File: src/rtl/pgc_pkg.sv
package pgc_pkg;
  typedef enum logic {
    PGC_IDLE = 1'b0,
    PGC_PROG = 1'b1
  } pgc_state_e;
endpackage

File: src/rtl/pgc_addr_ptr.sv
module pgc_addr_ptr #(
  parameter int ADDR_W = 16,
  parameter int OFF_W  = 7
) (
  input  logic              clk_i,
  input  logic              rst_ni,
  input  logic              load_i,
  input  logic [ADDR_W-1:0] load_addr_i,
  input  logic              step_i,
  output logic [ADDR_W-1:0] ptr_o
);
  logic [ADDR_W-1:0] ptr_q;

  always_ff @(posedge clk_i or negedge rst_ni) begin
    if (!rst_ni)     ptr_q <= '0;
    else if (load_i) ptr_q <= load_addr_i;
    else if (step_i) ptr_q <= {ptr_q[ADDR_W-1:OFF_W], ptr_q[OFF_W-1:0] + 1'b1};
  end

  assign ptr_o = ptr_q;

  // page bits never move on a byte step
  assert_page_fixed_R2: assert property (@(posedge clk_i) disable iff (!rst_ni)
    (step_i && !load_i) |=> ptr_q[ADDR_W-1:OFF_W] == $past(ptr_q[ADDR_W-1:OFF_W]));

  assert_offset_step_R2: assert property (@(posedge clk_i) disable iff (!rst_ni)
    (step_i && !load_i) |=> ptr_q[OFF_W-1:0] == $past(ptr_q[OFF_W-1:0]) + 1'b1);
endmodule

File: src/rtl/pgc_page_buf.sv
module pgc_page_buf #(
  parameter int DATA_W     = 8,
  parameter int PAGE_BYTES = 128,
  localparam int OFF_W     = $clog2(PAGE_BYTES)
) (
  input  logic                         clk_i,
  input  logic                         rst_ni,
  input  logic                         clr_i,
  input  logic                         wr_i,
  input  logic [OFF_W-1:0]             wr_off_i,
  input  logic [DATA_W-1:0]            wr_data_i,
  output logic [PAGE_BYTES-1:0]        valid_nxt_o,
  output logic [PAGE_BYTES*DATA_W-1:0] data_nxt_o
);
  for (genvar g = 0; g < PAGE_BYTES; g++) begin : g_lane
    logic              hit;
    logic              vld_q;
    logic [DATA_W-1:0] dat_q;

    assign hit = wr_i && (wr_off_i == OFF_W'(g));
    assign valid_nxt_o[g] = vld_q | hit;
    assign data_nxt_o[g*DATA_W +: DATA_W] = hit ? wr_data_i : dat_q;

    always_ff @(posedge clk_i or negedge rst_ni) begin
      if (!rst_ni) vld_q <= 1'b0;
      else         vld_q <= clr_i ? 1'b0 : (vld_q | hit);
    end

    always_ff @(posedge clk_i) begin
      if (hit) dat_q <= wr_data_i;
    end

    // a cleared lane comes back empty
    assert_lane_clear_R12: assert property (@(posedge clk_i) disable iff (!rst_ni)
      clr_i |=> !vld_q);
  end
endmodule

File: src/rtl/pgc_prog_timer.sv
module pgc_prog_timer
  import pgc_pkg::*;
#(
  parameter int PROG_CYCLES = 1250000,
  localparam int CNT_W      = $clog2(PROG_CYCLES + 1)
) (
  input  logic clk_i,
  input  logic rst_ni,
  input  logic start_i,
  output logic busy_o
);
  pgc_state_e       state_q;
  logic [CNT_W-1:0] cnt_q;

  always_ff @(posedge clk_i or negedge rst_ni) begin
    if (!rst_ni) begin
      state_q <= PGC_IDLE;
      cnt_q   <= '0;
    end else begin
      unique case (state_q)
        PGC_IDLE: if (start_i) begin
          state_q <= PGC_PROG;
          cnt_q   <= CNT_W'(PROG_CYCLES - 1);
        end
        PGC_PROG: begin
          if (cnt_q == '0) state_q <= PGC_IDLE;
          else             cnt_q   <= cnt_q - 1'b1;
        end
        default: state_q <= PGC_IDLE;
      endcase
    end
  end

  assign busy_o = (state_q == PGC_PROG);

  assert_no_restart_R8: assert property (@(posedge clk_i) disable iff (!rst_ni)
    busy_o |-> !start_i);

  assert_window_end_R7: assert property (@(posedge clk_i) disable iff (!rst_ni)
    $fell(busy_o) |-> $past(cnt_q) == '0);
endmodule

File: src/rtl/pgc_top.sv
module pgc_top #(
  parameter int          ADDR_W      = 16,
  parameter int          DATA_W      = 8,
  parameter int          PAGE_BYTES  = 128,
  parameter int          PROG_CYCLES = 1250000,
  parameter int unsigned PROT_BASE   = 32'h8000,
  localparam int OFF_W  = $clog2(PAGE_BYTES),
  localparam int PAGE_W = ADDR_W - OFF_W
) (
  input  logic                         clk_i,
  input  logic                         rst_ni,
  input  logic                         load_i,
  input  logic [ADDR_W-1:0]            load_addr_i,
  input  logic                         byte_i,
  input  logic [DATA_W-1:0]            byte_data_i,
  input  logic                         stop_i,
  input  logic                         wp_i,
  output logic                         busy_o,
  output logic [ADDR_W-1:0]            cur_addr_o,
  output logic                         arr_we_o,
  output logic [PAGE_W-1:0]            arr_page_o,
  output logic [PAGE_BYTES-1:0]        arr_mask_o,
  output logic [PAGE_BYTES*DATA_W-1:0] arr_data_o
);
  logic                         busy;
  logic [ADDR_W-1:0]            ptr;
  logic                         load_acc, byte_acc, stop_acc, prot, buf_wr, commit;
  logic [PAGE_BYTES-1:0]        valid_nxt;
  logic [PAGE_BYTES*DATA_W-1:0] data_nxt;
  logic                         we_q;
  logic [PAGE_W-1:0]            page_q;
  logic [PAGE_BYTES-1:0]        mask_q;
  logic [PAGE_BYTES*DATA_W-1:0] wdata_q;

  // all requests are dropped during programming; load beats a same-cycle byte
  assign load_acc = load_i && !busy;
  assign byte_acc = byte_i && !busy && !load_i;
  assign stop_acc = stop_i && !busy && !load_i;
  assign prot     = wp_i && (32'(ptr) >= PROT_BASE);
  assign buf_wr   = byte_acc && !prot;
  assign commit   = stop_acc && (|valid_nxt);

  pgc_addr_ptr #(.ADDR_W(ADDR_W), .OFF_W(OFF_W)) u_ptr (
    .clk_i      (clk_i),
    .rst_ni     (rst_ni),
    .load_i     (load_acc),
    .load_addr_i(load_addr_i),
    .step_i     (byte_acc),
    .ptr_o      (ptr)
  );

  pgc_page_buf #(.DATA_W(DATA_W), .PAGE_BYTES(PAGE_BYTES)) u_buf (
    .clk_i      (clk_i),
    .rst_ni     (rst_ni),
    .clr_i      (load_acc || commit),
    .wr_i       (buf_wr),
    .wr_off_i   (ptr[OFF_W-1:0]),
    .wr_data_i  (byte_data_i),
    .valid_nxt_o(valid_nxt),
    .data_nxt_o (data_nxt)
  );

  pgc_prog_timer #(.PROG_CYCLES(PROG_CYCLES)) u_tmr (
    .clk_i  (clk_i),
    .rst_ni (rst_ni),
    .start_i(commit),
    .busy_o (busy)
  );

  always_ff @(posedge clk_i or negedge rst_ni) begin
    if (!rst_ni) begin
      we_q   <= 1'b0;
      page_q <= '0;
      mask_q <= '0;
    end else begin
      we_q <= commit;
      if (commit) begin
        page_q <= ptr[ADDR_W-1:OFF_W];
        mask_q <= valid_nxt;
      end
    end
  end

  always_ff @(posedge clk_i) begin
    if (commit) wdata_q <= data_nxt;
  end

  assign busy_o     = busy;
  assign cur_addr_o = ptr;
  assign arr_we_o   = we_q;
  assign arr_page_o = page_q;
  assign arr_mask_o = mask_q;
  assign arr_data_o = wdata_q;

  assert_one_shot_R4: assert property (@(posedge clk_i) disable iff (!rst_ni)
    arr_we_o |=> !arr_we_o);

  assert_we_in_window_R7: assert property (@(posedge clk_i) disable iff (!rst_ni)
    arr_we_o |-> busy_o);

  assert_no_empty_write_R6: assert property (@(posedge clk_i) disable iff (!rst_ni)
    arr_we_o |-> (arr_mask_o != '0));

  assert_ignore_busy_R8: assert property (@(posedge clk_i) disable iff (!rst_ni)
    busy_o |=> $stable(cur_addr_o));

  assert_busy_start_R7: assert property (@(posedge clk_i) disable iff (!rst_ni)
    $rose(busy_o) |-> arr_we_o);
endmodule

File: config.mk
export PLATFORM = sky130hd
export DESIGN_NAME = pgc_top
export DESIGN_NICKNAME = d
export VERILOG_FILES = /design/src/rtl/pgc_pkg.sv /design/src/rtl/pgc_addr_ptr.sv /design/src/rtl/pgc_page_buf.sv /design/src/rtl/pgc_prog_timer.sv /design/src/rtl/pgc_top.sv
export SDC_FILE = /design/constraint.sdc
export NUM_CORES = 2
export LEC_CHECK = 0
export BUFFER_PORTS_ARGS = -buffer_cell sky130_fd_sc_hd__buf_2
export CAP_MARGIN = 10
export CORE_AREA = 2 2 467 469
export CTS_CLUSTER_DIAMETER = 60
export DETAILED_ROUTE_END_ITERATION = 6
export DIE_AREA = 0 0 469 471
export RECOVER_POWER = 25
export SKIP_LAST_GASP = 1
export SYNTH_ARGS = -nofsm -noshare
export SYNTH_HDL_FRONTEND = slang
export SYNTH_SLANG_ARGS = --single-unit
File: constraint.sdc
create_clock -name clk_i -period 57.8 [get_ports clk_i]
set_clock_uncertainty 0.1 [all_clocks]
set_input_delay 0 -clock clk_i [delete_from_list [all_inputs] [get_ports clk_i]]
set_output_delay 0 -clock clk_i [all_outputs]
set_load 0.02 [all_outputs]
==> flow_summary.yaml <==
clocking:
  clock_path_buffers: 3
  cts_resized: 0
  cts_tree: "built"
  cts.sinks: 2352
  cts_setup_buffers: 0
  htree_levels: 4
  clk_latency_ps: 880
  holdBufCountCts: 55
  ctsRootBufferMaster: "clkbuf_16"
  cts_buffers: 238
  clkSlewWorstSetupHoldPaths_ps: 60
synth:
  synth_ff_type: "edfxtp_1"
  async_flop_share_pct: 12.93
  synth_most_common_cell: "mux2_2"
  synth_area_um2: 78220
  syn_inst: 4712
  synthTopCellsByCount: "mux2_2, dfxtp_1, edfxtp_1, dfrtp_1, nand2_1"
  synth_top_cell_by_area: "edfxtp_1"
  postSynthAreaPerCell_um2: 16.60
  synth_edf_count: 1024
  synth_seq_cells: 2352
  synth_top_area_share_pct: 39.31
  synthesis.nets: 4747
  synth_cell_type_count: 66
  seq_area_frac_synth_pct: 75.25
  yosys_warnings: 0
  synth_top_cells_by_area: "edfxtp_1, dfxtp_1, mux2_2, dfrtp_1, mux2_1"
floorplanning:
  ios: 1209
  rows: 171
  die_w_um: 469
  fp.dieH_um: 471
  core_um2: 216100
  start_util_pct: 36.20
  die_area_um2: 220900
critical_path:
  cp-end-kind: "flip-flop"
  arrival_ps: 9600
  critical_path_class: "flip-flop to flip-flop"
  required_ps: 58180
  critPathMaxFanout: 119
  critPathLaunchType: "flip-flop"
timing:
  tightest_slew_ps: 6903
  layout_min_cycle_time_ps: 9226
  whs_ps: 82.65
  slew_violations: 307
  max_clock_freq_mhz: 108.4
  period_share_pct: 15.96
  finalSetupTns_ps: 0
  rsz0062_at_grt: "no"
  hold_violations: 0
  slew_headroom_pct: -360.2
  worst_slack_ps: 48570
  setup_viol_count_final: 0
worst_hold_path:
  min_path_type: "input pin to flip-flop"
detailed_routing:
  drc: 0
  drt_iter0_markers: 3352
  first_pass_iters: 5
  vias: 44970
  drtAntennaViolNets: 0
  wl_per_cell_um: 29.52
  vias_per_cell: 4.923
  routed_wirelength_mm: 269.7
placement:
  io_buffers: 1208
  gp_congestion: 0.8688
  dp.cells: 8612
  dp_slack_ps: 48600
  dpl_cell_area_um2: 87700
  hpwl_mm: 190.2
power:
  switching_share_pct: 20.86
  seqPwrFrac_pct: 50.8
  p_leak_nw: 38.98
  p_sw_mw: 0.7094
  p_per_area_nw_per_um2: 35.59
  p_clk_share_pct: 47.7
  power.internal_mw: 2.691
  p_total_mw: 3.401
  irDropWorstVdd_uv: 31.42
  share_comb_of_total_power_pct: 1.5
finish:
  num-nets-final: 6088
  drive_gt1_share_pct: 29.66
  final_area_um2: 95550
  utilization_pct: 44.22
  area_growth_pct: 22.16
  final_cells: 9134
global_route:
  overflow: 0
  grt_pass1_wl_mm: 364.8
  antenna_found_initial: 23
  grt_usage_pct: 23.70
  grt_pass1_vias: 44400
  grt_max_degree: 172
job:
  maxCapViolCount: 3
run_status:
  violations: "capacitance limit, slew limit"
  status: "finished, violations left"
==> registers in the layout, indices dropped and copies added, names as in the netlist <==
signal and flops:
u_buf.g_lane.dat_q 1024, u_ptr.ptr_o 16, arr_mask_o 128, u_tmr.cnt_q 21
arr_page_o 9, arr_we_o 1, u_buf.g_lane.vld_q 128, arr_data_o 1024
u_tmr.busy_o 1
==> critical path: stages (launching register included) <==
cell       delay [ps]
dfrtp_1           430
inv_1             130
ha_1              690
nor3b_2           800
nand3_1           850
nand4bb_1         390
or4_1             140
or4_1             200
or4_4             190
o21ai_4           190
inv_8             680
buf_4             630
buf_4             710
buf_4             770
buf_4             820
buf_4             840
==> placed cells by master, fill, tap and decap left out, types with 30 or more instances in the layout <==
| cell | synthesis | layout |
|---|---|---|
| nor4_1 | 32 | 30 |
| clkinv_2 | 0 | 39 |
| bufinv_16 | 0 | 30 |
| nand2b_1 | 130 | 130 |
| edfxtp_1 | 1024 | 1024 |
| buf_4 | 1 | 70 |
| a21oi_1 | 71 | 71 |
| dlygate4sd3_1 | 0 | 54 |
| dfxtp_1 | 1024 | 1024 |
| o22ai_1 | 30 | 30 |
| mux2i_1 | 52 | 52 |
| o31ai_1 | 32 | 32 |
| o2bb2ai_1 | 54 | 54 |
| dfrtp_1 | 304 | 303 |
| mux2_1 | 78 | 78 |
| buf_2 | 16 | 288 |
| mux2_2 | 1028 | 1028 |
| or2_2 | 32 | 32 |
| clkbuf_8 | 0 | 36 |
| nand2_1 | 221 | 218 |
| o21ai_0 | 32 | 32 |
| clkbuf_16 | 0 | 241 |
| inv_1 | 56 | 56 |
| clkbuf_1 | 211 | 969 |
| nor2_1 | 78 | 76 |
==> routing by layer <==
metal  part of all wire, %  GRT usage, %  wire length, um
met5                0.0048             0               13
met4                   3.1         6.893             8411
met3                   8.7         7.993            23530
met2                    47         38.17           125700
met1                    42         30.16           112000
==> power by group through the flow <==
stage	Clock, mW	Sequential (mW)	Combinational, mW
6_report	1.62	1.73	0.0505
5_1_grt	1.72	1.73	0.0542
4_1_cts	1.65	1.73	0.0529
3_5_place_dp	0	1.76	0.0497
3_3_place_gp	0	1.76	0.0495
2_1_floorplan	0	1.77	0.0181
==> path summary, 6_finish.rpt <==
| path | endpoint | startpoint | slack, ps | cells after the start |
|---|---|---|---|---|
| hold / removal | u_buf.g_lane[54].dat_q[2]$_DFF_P_ | byte_data_i[2] | 80 | 4 |
| setup reg to reg | arr_data_o[22]$_DFFE_PP_ | u_ptr.ptr_o[0]$_DFFE_PN0P_ | 48570 | 15 |
| setup / recovery | arr_data_o[22]$_DFFE_PP_ | u_ptr.ptr_o[0]$_DFFE_PN0P_ | 48570 | 15 |
| min in group asynchronous | arr_mask_o[61]$_DFFE_PN0P_ | rst_ni | 2140 | 4 |
| hold reg to reg | u_buf.g_lane[54].dat_q[4]$_DFF_P_ | u_buf.g_lane[54].dat_q[4]$_DFF_P_ | 350 | 2 |
| max in group asynchronous | u_tmr.busy_o$_DFF_PN0_ | rst_ni | 49530 | 4 |
==> kinds of logic (layout without fill, tap and decap cells) <==
logic type,Yosys count,after routing,share of synthesized area [%]
other,0,12,0
AOI/OAI and AO/OA,263,263,2.302
xor gates and xnor gates,14,14,0.1568
adders and majority gates,5,5,0.07998
and+or+nand+nor,625,625,4.133
muxes,1158,1158,16.59
buffers and inverters,295,1851,1.494
DFF,2352,2352,75.25
==> cell type report <==
class | count | area, um^2
antenna | 12 | 30.03
clock buffer | 332 | 6733
clock inverter | 123 | 1713
fill | 19800 | 120500
inverter | 59 | 229.0
multi-input combinational | 2065 | 18350
sequential | 2352 | 58860
tap | 2854 | 3571
timing repair buffer | 1337 | 6071
No activity file was read; power rests on OpenSTA's default activity.
